--- src/rtl/alsu_pkg.sv ---
package alsu_pkg;
  typedef enum logic [1:0] {
    STG_ARITH = 2'b00,
    STG_LOGIC = 2'b01,
    STG_SHR   = 2'b10,
    STG_SHL   = 2'b11
  } stage_e;

  typedef enum logic [1:0] {
    LOP_AND = 2'b00,
    LOP_OR  = 2'b01,
    LOP_XOR = 2'b10,
    LOP_NOT = 2'b11
  } logic_op_e;
endpackage

--- src/rtl/alsu_arith.sv ---
module alsu_arith #(
  parameter int WIDTH = 8
) (
  input  logic [1:0]       op_sel_i,
  input  logic             carry_i,
  input  logic [WIDTH-1:0] a_i,
  input  logic [WIDTH-1:0] b_i,
  output logic [WIDTH-1:0] d_o,
  output logic             carry_o
);
  logic [WIDTH-1:0] y;
  logic [WIDTH:0]   c;

  assign c[0] = carry_i;

  for (genvar i = 0; i < WIDTH; i++) begin : g_bit
    always_comb begin
      unique case (op_sel_i)
        2'b00:   y[i] = 1'b0;
        2'b01:   y[i] = b_i[i];
        2'b10:   y[i] = ~b_i[i];
        default: y[i] = 1'b1;
      endcase
    end
    // ripple full adder
    assign d_o[i]   = a_i[i] ^ y[i] ^ c[i];
    assign c[i+1]   = (a_i[i] & y[i]) | (c[i] & (a_i[i] ^ y[i]));
  end

  assign carry_o = c[WIDTH];
endmodule

--- src/rtl/alsu_logic.sv ---
module alsu_logic
  import alsu_pkg::*;
#(
  parameter int WIDTH = 8
) (
  input  logic [1:0]       op_sel_i,
  input  logic [WIDTH-1:0] a_i,
  input  logic [WIDTH-1:0] b_i,
  output logic [WIDTH-1:0] e_o
);
  logic_op_e op;
  assign op = logic_op_e'(op_sel_i);

  for (genvar i = 0; i < WIDTH; i++) begin : g_bit
    always_comb begin
      unique case (op)
        LOP_AND: e_o[i] = a_i[i] & b_i[i];
        LOP_OR:  e_o[i] = a_i[i] | b_i[i];
        LOP_XOR: e_o[i] = a_i[i] ^ b_i[i];
        default: e_o[i] = ~a_i[i];
      endcase
    end
  end
endmodule

--- src/rtl/alsu_shift.sv ---
module alsu_shift #(
  parameter int WIDTH = 8
) (
  input  logic [WIDTH-1:0] a_i,
  input  logic             fill_hi_i,
  input  logic             fill_lo_i,
  output logic [WIDTH-1:0] shr_o,
  output logic [WIDTH-1:0] shl_o
);
  for (genvar i = 0; i < WIDTH; i++) begin : g_bit
    if (i == WIDTH - 1) begin : g_top
      assign shr_o[i] = fill_hi_i;
    end else begin : g_mid_r
      assign shr_o[i] = a_i[i+1];
    end
    if (i == 0) begin : g_bot
      assign shl_o[i] = fill_lo_i;
    end else begin : g_mid_l
      assign shl_o[i] = a_i[i-1];
    end
  end
endmodule

--- src/rtl/alsu_top.sv ---
module alsu_top
  import alsu_pkg::*;
#(
  parameter int WIDTH = 8
) (
  input  logic [1:0]       stage_sel_i,
  input  logic [1:0]       op_sel_i,
  input  logic             carry_i,
  input  logic [WIDTH-1:0] a_i,
  input  logic [WIDTH-1:0] b_i,
  input  logic             fill_hi_i,
  input  logic             fill_lo_i,
  output logic [WIDTH-1:0] f_o,
  output logic             carry_o
);
  logic [WIDTH-1:0] d, e, shr, shl;
  logic             arith_c;
  stage_e           stage;

  assign stage = stage_e'(stage_sel_i);

  alsu_arith #(.WIDTH(WIDTH)) u_arith (
    .op_sel_i (op_sel_i),
    .carry_i  (carry_i),
    .a_i      (a_i),
    .b_i      (b_i),
    .d_o      (d),
    .carry_o  (arith_c)
  );

  alsu_logic #(.WIDTH(WIDTH)) u_logic (
    .op_sel_i (op_sel_i),
    .a_i      (a_i),
    .b_i      (b_i),
    .e_o      (e)
  );

  alsu_shift #(.WIDTH(WIDTH)) u_shift (
    .a_i       (a_i),
    .fill_hi_i (fill_hi_i),
    .fill_lo_i (fill_lo_i),
    .shr_o     (shr),
    .shl_o     (shl)
  );

  always_comb begin
    unique case (stage)
      STG_ARITH: f_o = d;
      STG_LOGIC: f_o = e;
      STG_SHR:   f_o = shr;
      default:   f_o = shl;
    endcase
  end

  // carry only meaningful on the arithmetic path
  assign carry_o = (stage == STG_ARITH) ? arith_c : 1'b0;
endmodule

--- config.mk ---
export PLATFORM = sky130hd
export DESIGN_NAME = alsu_top
export DESIGN_NICKNAME = d
export VERILOG_FILES = /design/src/rtl/alsu_pkg.sv /design/src/rtl/alsu_arith.sv /design/src/rtl/alsu_logic.sv /design/src/rtl/alsu_shift.sv /design/src/rtl/alsu_top.sv
export SDC_FILE = /design/constraint.sdc
export NUM_CORES = 1
export LEC_CHECK = 0
export BUFFER_PORTS_ARGS = -buffer_cell sky130_fd_sc_hd__buf_2
export CAP_MARGIN = 20
export CORE_ASPECT_RATIO = 1.75
export CORE_MARGIN = 2
export CORE_UTILIZATION = 37
export DETAILED_ROUTE_END_ITERATION = 6
export PLACE_DENSITY = 0.71
export SYNTH_ARGS = -nofsm -noshare
export SYNTH_HDL_FRONTEND = slang
export SYNTH_SLANG_ARGS = --single-unit
--- constraint.sdc ---
create_clock -name vclk -period 5.1
set_clock_uncertainty 0.1 [all_clocks]
set_input_delay 0.765 -clock vclk [all_inputs]
set_output_delay 0.765 -clock vclk [all_outputs]
set_load 0.05 [all_outputs]
==> results.md <==
- Layout cells sized above 1: about two fifths
- Top-count cell post-synth: inv_1
- Pwr Density: 123 nW/µm²
- Worst Setup End Kind: primary output
- Fin crit share: 96.4%
- Final setup viols: 0
- Seq cells: 0
- Core Region: 2490 µm²
- Seq pwr share: 0%
- Crit Path Category: in -> out
- Unrepaired setup endpoints after global routing: false
- Final Hold Fails: 0
- Fin Setup TNS: 0 ps
- CP required: 4240 ps
- Antenna diodes: 0
- Final wirelength: 2.33 mm
- DIE WIDTH: roughly 43 µm
- Clock Power Share: 0%
- Area leader, netlist: ha_1
- Die height: 71.8 µm
- Placed insts: 163
- Post-synth net total: 152
- First-pass GRT wire length: 4.26 mm
- Maximum VDD drop: between 0.05 and 0.06 mV
- Post-DR vias/cell: roughly 5.4
- Port-buffer cells: 32
- Initial core utilization: 39.0%
- Worst slew margin: 51.0%
- Outcome: completed
- Combinational share of power: 100.0%
- Remaining antenna violation count after routing: 0
- Synth top area share: 20.6%
- Gr ovfl total: 0
- Post-synthesis cell count: 105
- DR DRC count: 0
- Total number of vias: between 800 and 900
- Slowest stage delay, CP: 440 ps
- Final Slew Violations: 0
- Max Freq: 203 MHz
- GRT Util Overall: 17.1%
- GP Congestion: 0.764
- HPWL Detailed: between 2 and 2.5 mm
- Avg Synthesized Cell Area: 9.25 µm²
- CLK BUF: 0
- Num ports: 32
- Min Tclk post-route: 4920 ps
- Pre-Repair DR Iteration Count: 5
- Nets: between 150 and 200
- Slew @ Worst Pin: 732 ps
- Synth unique cells: 22
- Sequential area share after synthesis: 0%
- Critical path's slowest cell: fa_1
- Critical Path AT: 4050 ps
- Initial antenna violation count: 0
- Sw Share: slightly above 60%
- Finished Layout Cells: 163
- Leakage power: between 0.0006 and 0.0007 µW
- Area Overhead vs Synth: 24.9%
- Internal power: 58.6 µW
- Hold_buf cts: 0
- Crit path cell chain: buf_2 -> mux2i_1 -> fa_2 -> fa_2 -> inv_2 -> fa_2 -> fa_1 -> inv_1 -> fa_1 -> inv_2 -> fa_2 -> inv_1 -> fa_1 -> fa_1 -> nor3_4 -> buf_2
- Hold Crit Class: in -> out
- Max Cap Violations: 0
- Vias in the first global route: 1023
- Synthesis Warnings: 0
- Post-synthesis instance area: 971 µm²
- Storage cell area: 0 µm²
- Die area: ~3100 µm²
- CP startpoint kind: input port
- Largest net degree at the start of global routing: 12
- Sw power: ~90 µW
- Num rows: 24
- DRT iter0 DRCs: 23
- Synth cell count leaders: inv_1, ha_1, fa_1
- Per-cell routed wire length: 14.3 µm
- Most area-consuming cells after synthesis: ha_1, fa_1, inv_1, mux4_2, mux4_1
- Crit path max fanout: 3
==> kinds of logic after synthesis <==
group,after synthesis,synth area share [%]
and+or+nand+nor,9,4.90
buffers and inverters,40,16.6
adders and majority gates,24,37.1
AOI/OAI and AO/OA,16,13.4
muxes,16,28.0
==> power groups by stage <==
stage	Combinational [µW]	Clock, µW	Sequential (µW)
after floorplan	105	0	0
after global placement	140	0	0
after detailed placement	146	0	0
after CTS	146	0	0
after global routing	164	0	0
final	149	0	0
==> area by class of cell <==
type               instances  area (µm²)
fillers                  254        1280
multi-input cells         65         848
repair buffers            36         196
inverters                 36         135
well taps                 26        32.5
==> worst max-delay path, delay by kind of cell <==
kind | cells | cell delay [ps]
multiplexers | 1 | 140
AND/OR/NAND/NOR | 1 | 120
buffers and inverters | 6 | 620
adder cells (fa/ha/maj) | 8 | 2400
==> routing by layer <==
layer | vias up | wire, µm | global-route usage (%)
met4 | 0 | 14 | 3.47
met3 | 2 | 98 | 1.01
met1 | 435 | 850 | 19.4
li1 | 424 | - | -
met5 | - | 0 | 0
met2 | 27 | 1370 | 33.7
==> metrics by stage <==
step           utilization (%)  setup slack, ps  hold WS, ps  power, µW  area [µm²]
2_1_floorplan                -             54.2         1490        105        1000
3_3_place_gp              48.0              107         1840        140        1200
3_5_place_dp              48.0             42.4         1850        146        1200
4_1_cts                   48.0             45.4         1850        146        1200
5_1_grt                   48.6             43.1         1870        164        1210
6_report                  48.6              181         1850        149        1210
==> cell usage in the layout (no fill, tap or decap) <==
cell | synthesis | routed
nor2b_1 | 2 | 2
o211a_2 | 0 | 1
a221oi_1 | 3 | 2
nor2_1 | 1 | 1
mux4_2 | 6 | 6
o22ai_1 | 4 | 4
buf_2 | 3 | 31
mux2_2 | 3 | 3
fa_2 | 0 | 4
a221oi_4 | 0 | 1
and2_1 | 1 | 1
ha_1 | 16 | 16
nor3_4 | 0 | 1
buf_4 | 0 | 4
o21ai_0 | 3 | 3
nand2_1 | 2 | 2
mux4_1 | 2 | 2
inv_2 | 0 | 2
mux2i_1 | 5 | 5
nand2b_1 | 2 | 2
a221oi_2 | 1 | 1
a2bb2oi_1 | 1 | 1
fa_1 | 8 | 4
buf_6 | 1 | 1
a222oi_1 | 3 | 3
inv_1 | 36 | 34
==> timing repair <==
action                     in CTS  in global routing
gates resized for setup         0                  9
buffers inserted                0                  0
setup endpoints to repair       0                  3
==> worst paths after layout <==
kind,from,end,slack (ps),cells after the start
max,b_i[0],carry_o,180,16
min,stage_sel_i[1],carry_o,1850,3
No activity file was read; power rests on OpenSTA's default activity.
